<file path="src/rtl/adc_seq_pkg.sv">
package adc_seq_pkg;

  typedef enum logic [1:0] {
    SQ_IDLE   = 2'd0,
    SQ_CONV   = 2'd1,
    SQ_SETTLE = 2'd2
  } seq_state_e;

  // slow ticks per conversion for the selected filter length
  function automatic logic [1:0] conv_ticks(input logic long_f);
    return long_f ? 2'd3 : 2'd2;
  endfunction

  // slow ticks per frame: conversions plus one settle tick
  function automatic int unsigned frame_ticks(input int unsigned n, input logic long_f);
    return 1 + n * 32'(conv_ticks(long_f));
  endfunction

  // passes per transfer interval; an empty product counts as one
  function automatic int unsigned xfer_period(input int unsigned p, input int unsigned s);
    int unsigned prod;
    prod = p * s;
    return (prod == 0) ? 1 : prod;
  endfunction

endpackage

</file>
<file path="src/rtl/adc_seq_fsm.sv">
module adc_seq_fsm
  import adc_seq_pkg::*;
#(
  parameter int CH_W = 4
) (
  input  logic            clk,
  input  logic            rst,
  input  logic            tick,
  input  logic [CH_W-1:0] mux_n,
  input  logic            long_f,
  output logic            start_evt,
  output logic            ce_start,
  output logic            frame_sync,
  output logic            wr_en,
  output logic [CH_W-1:0] wr_addr,
  output logic [CH_W-1:0] cur_chan,
  output logic            in_settle
);

  localparam int FRM_W = CH_W + 3;

  seq_state_e      state;
  logic [CH_W-1:0] chan;
  logic [CH_W-1:0] n_lat;
  logic            long_lat;
  logic [1:0]      phase;
  logic [1:0]      per;
  logic            last_phase;
  logic            last_chan;
  logic            conv_end;
  logic [FRM_W-1:0] frm_cnt;
  logic            chained;

  assign per        = conv_ticks(long_lat);
  assign last_phase = (phase == per - 2'd1);
  assign last_chan  = (chan == n_lat - CH_W'(1));
  assign start_evt  = tick && (mux_n != '0) &&
                      ((state == SQ_IDLE) || (state == SQ_SETTLE));
  assign conv_end   = tick && (state == SQ_CONV) && last_phase;

  always_ff @(posedge clk) begin
    if (rst) begin
      state      <= SQ_IDLE;
      chan       <= '0;
      phase      <= '0;
      n_lat      <= '0;
      long_lat   <= 1'b0;
      ce_start   <= 1'b0;
      frame_sync <= 1'b0;
      wr_en      <= 1'b0;
      wr_addr    <= '0;
    end else begin
      ce_start   <= 1'b0;
      frame_sync <= 1'b0;
      wr_en      <= 1'b0;
      if (start_evt) begin
        state    <= SQ_CONV;
        chan     <= '0;
        phase    <= '0;
        n_lat    <= mux_n;
        long_lat <= long_f;
        ce_start <= 1'b1;
      end else if (tick) begin
        case (state)
          SQ_SETTLE: state <= SQ_IDLE;
          SQ_CONV: begin
            if (conv_end) begin
              wr_en   <= 1'b1;
              wr_addr <= chan;
              phase   <= '0;
              if (last_chan) begin
                state      <= SQ_SETTLE;
                frame_sync <= 1'b1;
                chan       <= '0;
              end else begin
                chan <= chan + CH_W'(1);
              end
            end else begin
              phase <= phase + 2'd1;
            end
          end
          default: state <= SQ_IDLE;
        endcase
      end
    end
  end

  // frame tick counter, used only to guard the frame length
  always_ff @(posedge clk) begin
    if (rst) begin
      frm_cnt <= '0;
      chained <= 1'b0;
    end else if (start_evt) begin
      frm_cnt <= '0;
      chained <= 1'b1;
    end else if (tick) begin
      frm_cnt <= frm_cnt + FRM_W'(1);
      if (state == SQ_SETTLE) chained <= 1'b0;
    end
  end

  assign cur_chan  = chan;
  assign in_settle = (state == SQ_SETTLE);

  a_r2_idle_quiet: assert property (@(posedge clk) disable iff (rst)
    (state == SQ_IDLE) |-> (!wr_en && !ce_start && !frame_sync));
  a_r3_phase_bound: assert property (@(posedge clk) disable iff (rst)
    (state == SQ_CONV) |-> (phase < per));
  a_r4_frame_len: assert property (@(posedge clk) disable iff (rst)
    (start_evt && chained) |-> (frm_cnt == FRM_W'(frame_ticks(32'(n_lat), long_lat) - 1)));
  a_r5_addr_range: assert property (@(posedge clk) disable iff (rst)
    wr_en |-> (wr_addr < n_lat));
  a_r6_settle_single: assert property (@(posedge clk) disable iff (rst)
    ((state == SQ_SETTLE) && tick) |=> (state != SQ_SETTLE));
  a_r7_start_chan0: assert property (@(posedge clk) disable iff (rst)
    ce_start |-> ((chan == '0) && (state == SQ_CONV) && (phase == '0)));
  a_r10_strobe_on_tick: assert property (@(posedge clk) disable iff (rst)
    (wr_en || ce_start || frame_sync) |-> $past(tick));

endmodule

</file>
<file path="src/rtl/adc_pass_ctr.sv">
module adc_pass_ctr
  import adc_seq_pkg::*;
#(
  parameter int PS_W = 8,
  parameter int SC_W = 8
) (
  input  logic            clk,
  input  logic            rst,
  input  logic            start_evt,
  input  logic [PS_W-1:0] presamps,
  input  logic [SC_W-1:0] sum_cycles,
  output logic            xfer_busy
);

  localparam int PROD_W = PS_W + SC_W;

  logic [PROD_W-1:0] cnt;
  int unsigned       period;
  logic              wrap;

  assign period = xfer_period(32'(presamps), 32'(sum_cycles));
  assign wrap   = (32'(cnt) >= period - 1);

  always_ff @(posedge clk) begin
    if (rst) begin
      cnt       <= '0;
      xfer_busy <= 1'b0;
    end else if (start_evt) begin
      if (wrap) begin
        cnt       <= '0;
        xfer_busy <= 1'b1;
      end else begin
        cnt       <= cnt + PROD_W'(1);
        xfer_busy <= 1'b0;
      end
    end
  end

  a_r8_busy_only_on_start: assert property (@(posedge clk) disable iff (rst)
    !$past(start_evt) |-> $stable(xfer_busy));
  a_r8_busy_at_wrap: assert property (@(posedge clk) disable iff (rst)
    xfer_busy |-> (cnt == '0));

endmodule

</file>
<file path="src/rtl/adc_frame_seq.sv">
module adc_frame_seq
  import adc_seq_pkg::*;
#(
  parameter int CH_W = 4,
  parameter int PS_W = 8,
  parameter int SC_W = 8
) (
  input  logic            clk,
  input  logic            rst,
  input  logic            slow_en,
  input  logic [CH_W-1:0] mux_count,
  input  logic            long_filter,
  input  logic [PS_W-1:0] presamps,
  input  logic [SC_W-1:0] sum_cycles,
  output logic            ce_start,
  output logic            frame_sync,
  output logic            wr_en,
  output logic [CH_W-1:0] wr_addr,
  output logic            xfer_busy,
  output logic [CH_W-1:0] cur_chan,
  output logic            in_settle
);

  logic start_evt;

  adc_seq_fsm #(.CH_W(CH_W)) u_fsm (
    .clk        (clk),
    .rst        (rst),
    .tick       (slow_en),
    .mux_n      (mux_count),
    .long_f     (long_filter),
    .start_evt  (start_evt),
    .ce_start   (ce_start),
    .frame_sync (frame_sync),
    .wr_en      (wr_en),
    .wr_addr    (wr_addr),
    .cur_chan   (cur_chan),
    .in_settle  (in_settle)
  );

  adc_pass_ctr #(.PS_W(PS_W), .SC_W(SC_W)) u_pass (
    .clk        (clk),
    .rst        (rst),
    .start_evt  (start_evt),
    .presamps   (presamps),
    .sum_cycles (sum_cycles),
    .xfer_busy  (xfer_busy)
  );

  a_r6_sync_with_last: assert property (@(posedge clk) disable iff (rst)
    frame_sync |-> (wr_en && in_settle));
  a_r8_busy_with_start: assert property (@(posedge clk) disable iff (rst)
    $changed(xfer_busy) |-> ce_start);
  a_r1_reset_quiet: assert property (@(posedge clk)
    $past(rst) |-> (!ce_start && !wr_en && !frame_sync && !xfer_busy));

endmodule

</file>
<file path="config.mk">
export PLATFORM = sky130hd
export DESIGN_NAME = adc_frame_seq
export DESIGN_NICKNAME = d
export VERILOG_FILES = /design/src/rtl/adc_seq_pkg.sv /design/src/rtl/adc_seq_fsm.sv /design/src/rtl/adc_pass_ctr.sv /design/src/rtl/adc_frame_seq.sv
export SDC_FILE = /design/constraint.sdc
export NUM_CORES = 1
export LEC_CHECK = 0
export BUFFER_PORTS_ARGS = -buffer_cell sky130_fd_sc_hd__buf_2
export CORE_MARGIN = 2
export CORE_UTILIZATION = 35
export CTS_CLUSTER_SIZE = 28
export DETAILED_ROUTE_END_ITERATION = 10
export HOLD_SLACK_MARGIN = 0.06
export PLACE_DENSITY = 0.49
export SETUP_SLACK_MARGIN = 0.02
export SLEW_MARGIN = 10
export SYNTH_ARGS = -nofsm -noshare
export SYNTH_HDL_FRONTEND = slang
export SYNTH_HIERARCHICAL = 1
export SYNTH_SLANG_ARGS = --single-unit
</file>
<file path="constraint.sdc">
create_clock -name clk -period 10.15 [get_ports clk]
set_input_delay 1.015 -clock clk [delete_from_list [all_inputs] [get_ports clk]]
set_output_delay 1.015 -clock clk [all_outputs]
set_load 0.02 [all_outputs]
</file>
-- After elaboration in Yosys (flattened, before gate mapping)
Index checks and enable logic that the tools add are counted.
- register bits: 37
- input port bits: 24
- word-level logic and storage cells: 63
- $add $sub $neg: 6
- $mul: 1
- $lt $le $gt $ge: 1
- equality and inequality tests: 8
- mux-type cells: 14
- bitwise logic cells: 4
- reductions and logical operators: 17
- operator list (operator ; number):
    $ge 16x32->1 ; 1
    $mux 16 ; 2
    $sub 32x1->32 const B ; 1
    $add 16x1->16 const B ; 1
    $logic_not 16->1 ; 1
    $mul 8x8->16 ; 1
    $reduce_and 3->1 ; 3
    $mux 2 ; 4
    $mux 1 ; 7
    $ne 3x2->1 const B ; 2
    $reduce_or 5->1 ; 1
    $add 4x1->4 const B ; 1
    $eq 4x4->1 ; 1
    $logic_and 1x1->1 ; 4
    $mux 4 ; 1
    $ne 2x1->1 const B ; 2
    $not 1->1 ; 4
    $reduce_and 4->1 ; 1
    $reduce_bool 4->1 ; 1
    $reduce_or 4->1 ; 1
    $sub 4x1->4 const B ; 1
    $add 2x1->2 const B ; 1
    $eq 2x1->1 const B ; 1
    $eq 2x2->1 ; 1
    other kinds (7) ; 7

-- Depth between registers and ports, before layout
- depth after elaboration: 8
- depth in mapped cells: 34
- gate-level depth less buffers: 31

-- Cells and area by module
Netlist, hierarchy kept.
- by module, submodules not included (module ; instances ; cells each ; area each (um^2)):
    adc_pass_ctr ; 1 ; 417 ; 3793.6
    adc_seq_fsm ; 1 ; 96 ; 962.2

-- Worst setup path before layout
Ideal clock, no wire load.
- path kind: input to register
- start point: input presamps[0]
- end point: register u_pass.cnt[10]
- data arrival time: 8.048 ns
- slack: 2.027 ns
- stages on the path: 33
- path through: nand2_1 -> fa_1 -> fa_1 -> inv_1 -> fa_1 -> inv_1 -> fa_1 -> inv_1 -> ha_1 -> buf_6 -> a21o_1 -> a31o_1 -> o2111ai_2 -> and2_1 -> o32ai_2 -> o211a_1 -> buf_6 -> a22oi_1 -> ha_1 -> nor4bb_1 -> nand2_1 -> or3_4 -> nor4b_4 -> nor2b_1 -> xnor2_1 -> ha_1 -> a21o_1 -> a21oi_1 -> o21ai_0 -> o21ai_0 -> a21oi_4 -> buf_6 -> nor3_2
- longest elaborated chain between the ends: 6
- ends and longest elaborated chain (element ; RTL line ; text):
    start, declared ; adc_frame_seq.sv:13 ; input logic [PS_W-1:0] presamps,
    $mul 8x8->16 (*) ; adc_seq_pkg.sv:22 ; prod = p * s;
    $logic_not 16->1 ; adc_seq_pkg.sv:23 ; return (prod == 0) ? 1 : prod;
    $mux 16 (*) ; adc_seq_pkg.sv:23 ;
    $sub 32x1->32 (*) ; adc_pass_ctr.sv:22 ; assign wrap = (32'(cnt) >= period - 1);
    $ge 16x32->1 (*) ; adc_pass_ctr.sv:22 ;
    $mux 16 (*) ; adc_pass_ctr.sv:29 ; if (wrap) begin
    end signal, assigned ; adc_pass_ctr.sv:33 ; cnt <= cnt + PROD_W'(1);
    end, declared ; adc_pass_ctr.sv:17 ; logic [PROD_W-1:0] cnt;
Every way passes the cells marked *; elsewhere a longest branch is shown, timed or not.
A chain may end at the register's enable or synchronous reset.

-- Worst setup path after layout
- start point: input presamps[0]
- end point: register u_pass.xfer_busy
- longest elaborated chain between the ends: 6
- ends and longest elaborated chain (element ; RTL line ; text):
    $mul 8x8->16 (*) ; adc_seq_pkg.sv:22 ;
    $logic_not 16->1 ; adc_seq_pkg.sv:23 ;
    $mux 16 (*) ; adc_seq_pkg.sv:23 ;
    $sub 32x1->32 (*) ; adc_pass_ctr.sv:22 ;
    $ge 16x32->1 (*) ; adc_pass_ctr.sv:22 ;
    $mux 1 (*) ; adc_pass_ctr.sv:29 ;
    end signal, assigned ; adc_pass_ctr.sv:27 ; xfer_busy <= 1'b0;
    end signal, assigned ; adc_pass_ctr.sv:31 ; xfer_busy <= 1'b1;
    end signal, assigned ; adc_pass_ctr.sv:34 ; xfer_busy <= 1'b0;
    end, declared ; adc_pass_ctr.sv:12 ; output logic xfer_busy
Marked as above.

==> key figures <==
Run status
  • Outcome: complete, no violations

STA
  • Rel. slew slack: 0.482
  • Skew final: 0.00553 ns
  • Fin crit share: 0.866
  • Slew Limit Fails: 0
  • FMAX: 114 MHz
  • Setup slack after layout: 1.36 ns
  • RSZ-0062 raised after global routing: false
  • Fin. Hold Viols: 0
  • Tmin final: 8.79 ns
  • Setup TNS: 0 ns
  • Slew @ Worst Pin: 0.778 ns
  • Worst hold margin: 0.493 ns
  • Endpoints failing setup: 0

Synthesis
  • Primary FF master, synth: dfxtp_1
  • Synth area leader: dfxtp_1
  • Post-synthesis async set-or-reset flop share: 0
  • Synth area leaders: dfxtp_1 16%, fa_1 15%, ha_1 15%, and2_1 7.1%, inv_1 3.7%
  • Synth Register Bits: 37
  • Synth warn: 6
  • Mapped Nets: 629
  • Synth top area share: 0.156
  • Netlist cell types: 76
  • Post-Synthesis Cells: 513
  • Cell area after synthesis: 4760 um^2
  • Register area share after synthesis: 0.156
  • Synth Area per Inst: 9.27 um^2
  • EDFF count, synth: 0

Detailed routing
  • Drt first pass iters: 4
  • DRT iter0 DRCs: 156
  • Drt wl/cell: 14.1 um
  • DRC: 0
  • Via count: 3628
  • Antenna Nets Post-Route: 0
  • Vias per inst: 5.03
  • Post-Route WL: 10100 um

Floorplan
  • Core area: 13200 um^2
  • Rows: 42
  • Ports: 37
  • Die area: 14500 um^2
  • Die width: 121 um
  • Chip height: 121 um
  • Starting Density: 0.359

Critical path
  • Slowest-stage cell, CP: fa_1
  • CP arrival: 9.02 ns
  • Required time of the critical path: 10.38 ns
  • Crit path launch: presamps[0]
  • Most used cell, CP: fa_1
  • CP peak stage delay: 0.55 ns
  • WS Path Type: input pin to flop
  • Worst r2r src: u_pass/cnt[0]
  • Crit-path max FO: 15
  • Critical Path Source Type: input pin
  • Crit end category: flop

Final layout
  • Total inserted antenna cells: 0
  • Multi-input logic area: 3750 um^2
  • Most frequent cells in the layout: 56 x ha_1, 54 x and2_1, 47 x inv_1
  • # fillers: 1332
  • Final Core Density: 0.396
  • Share of post-route cells with drive strength above 1: 0.154
  • Commonest non-fill, non-tap cell in the layout: ha_1
  • Fin area: 5250 um^2
  • Register area: 741 um^2
  • Layout Nets: 660
  • Layout area overhead: 10.3%

Clock tree
  • Clock Latency Late Sink: 0.28 ns
  • TritonCTS Buffers: 5
  • CTS root buf: clkbuf_16
  • Hold_buf cts: 0
  • Max Buffers Root-to-Sink: 2
  • Worst-path clk slew: 0.06 ns
  • Resized cells post-CTS: 0
  • Post-CTS setup buffers: 0
  • H-tree levels: 2
  • Sink Count: 37
  • CTS tree: built

Power
  • Peak VDD IR: 0.0850 mV
  • Leak pwr: 2.47 nW
  • Switching pwr: 494 uW
  • Combinational Power Share: 0.684
  • Clock share of power: 0.171
  • Net Sw Frac: 0.464
  • Power Density: 203 nW/um^2
  • Internal Power: 570 uW
  • Register share of total power: 0.144

Place
  • Final GP Congestion: 0.774
  • Placed cell area: 5070 um^2
  • Port Buffers: 36
  • Place WS: 1.05 ns
  • HPWL Detailed: 8130 um

Global routing
  • GRT Util Overall: 0.148
  • First-pass GRT wire length: 17800 um
  • Vias in the first global route: 3693
  • Initial antenna violation count: 0
  • Global route overflow: 0
  • Largest net degree at the start of global routing: 35

Worst hold path
  • Hold Startpoint: u_fsm/wr_addr[1]
  • Worst Hold Class: flop to flop

Flow run
  • Max-Cap Viols: 0
## power groups by stage
stage	clock network, mW	registers, mW	logic [mW]
2_1_floorplan	0	0.156	0.611
3_3_place_gp	0	0.157	0.728
3_5_place_dp	0	0.157	0.732
4_1_cts	0.187	0.154	0.739
5_1_grt	0.195	0.154	0.820
6_report	0.182	0.154	0.728
## metrics by stage
step | std cells | power [mW]
floorplan | 513 | 0.767
global placement | 713 | 0.885
detailed placement | 713 | 0.889
CTS | 721 | 1.08
global route | 721 | 1.17
finish | 721 | 1.06
## worst paths after layout
kind / endpoint / slack (ns) / cells after the start
min: u_fsm/wr_addr[1] / 0.49 / 2
max: u_pass/xfer_busy / 1.36 / 31
min reg2reg: u_fsm/wr_addr[1] / 0.49 / 2
max reg2reg: u_pass/xfer_busy / 7.57 / 10
## area by class of cell
cell class	instances	share of cell area
Clock buffer	6	0.0265
Clock inverter	2	0.00715
Inverter	47	0.0336
Timing Repair Buffer	36	0.0343
Multi-Input combinational cell	417	0.715
Sequential cell	37	0.141
Tap cell	176	0.0420
## synth_stat cells, types with 2 or more instances
cell and n:
and2_1 54, nor2_1 27, buf_2 2, mux2i_1 8, and3b_1 3, a21oi_1 21, and4_1 2, a31oi_1 2
nand3_1 9, nand2_1 24, clkbuf_1 4, ha_1 56, a21o_1 13, nand2b_1 6, a211o_1 3, nand4_1 7
fa_1 36, nand2_2 2, o21ai_0 8, o21a_1 5, a211oi_1 2, xnor2_1 20, o211ai_1 3, a21oi_4 3
nor3_1 8, xor2_1 19, inv_1 47, nor3b_1 5, dfxtp_1 37, nor3_2 11, and3_1 9, nand3b_1 3
nor2b_1 7, buf_6 5
## sequential cells by signal (all words and copies together), names as in the netlist, 2 cells and up
name and flops:
u_fsm/wr_addr 4, u_fsm/cur_chan 4, u_fsm/phase 2, u_fsm/n_lat 4, u_pass/cnt 16, u_fsm/state 2
## cell families after synthesis
logic type,synth area share
AO/OA/AOI/OAI,0.135
adder cells (fa/ha/maj),0.299
buffers and inverters,0.0550
flip-flops,0.156
XOR/XNOR,0.0858
AND/OR/NAND/NOR,0.253
multiplexers,0.0168
## critical path, delay by kind of cell
kind / cells / cell delay [ns]
xor gates and xnor gates: 1 / 0.08
adders and majority gates: 7 / 3.05
AOI/OAI and AO/OA: 10 / 2.51
and+or+nand+nor: 9 / 2.01
buffers and inverters: 4 / 0.34
## layer usage
layer  GRT usage  share of wire
met3      0.0226          0.027
met4      0.0276         0.0081
met2       0.243           0.47
met5           0              0
met1       0.208           0.50
No activity file was read; power rests on OpenSTA's default activity.
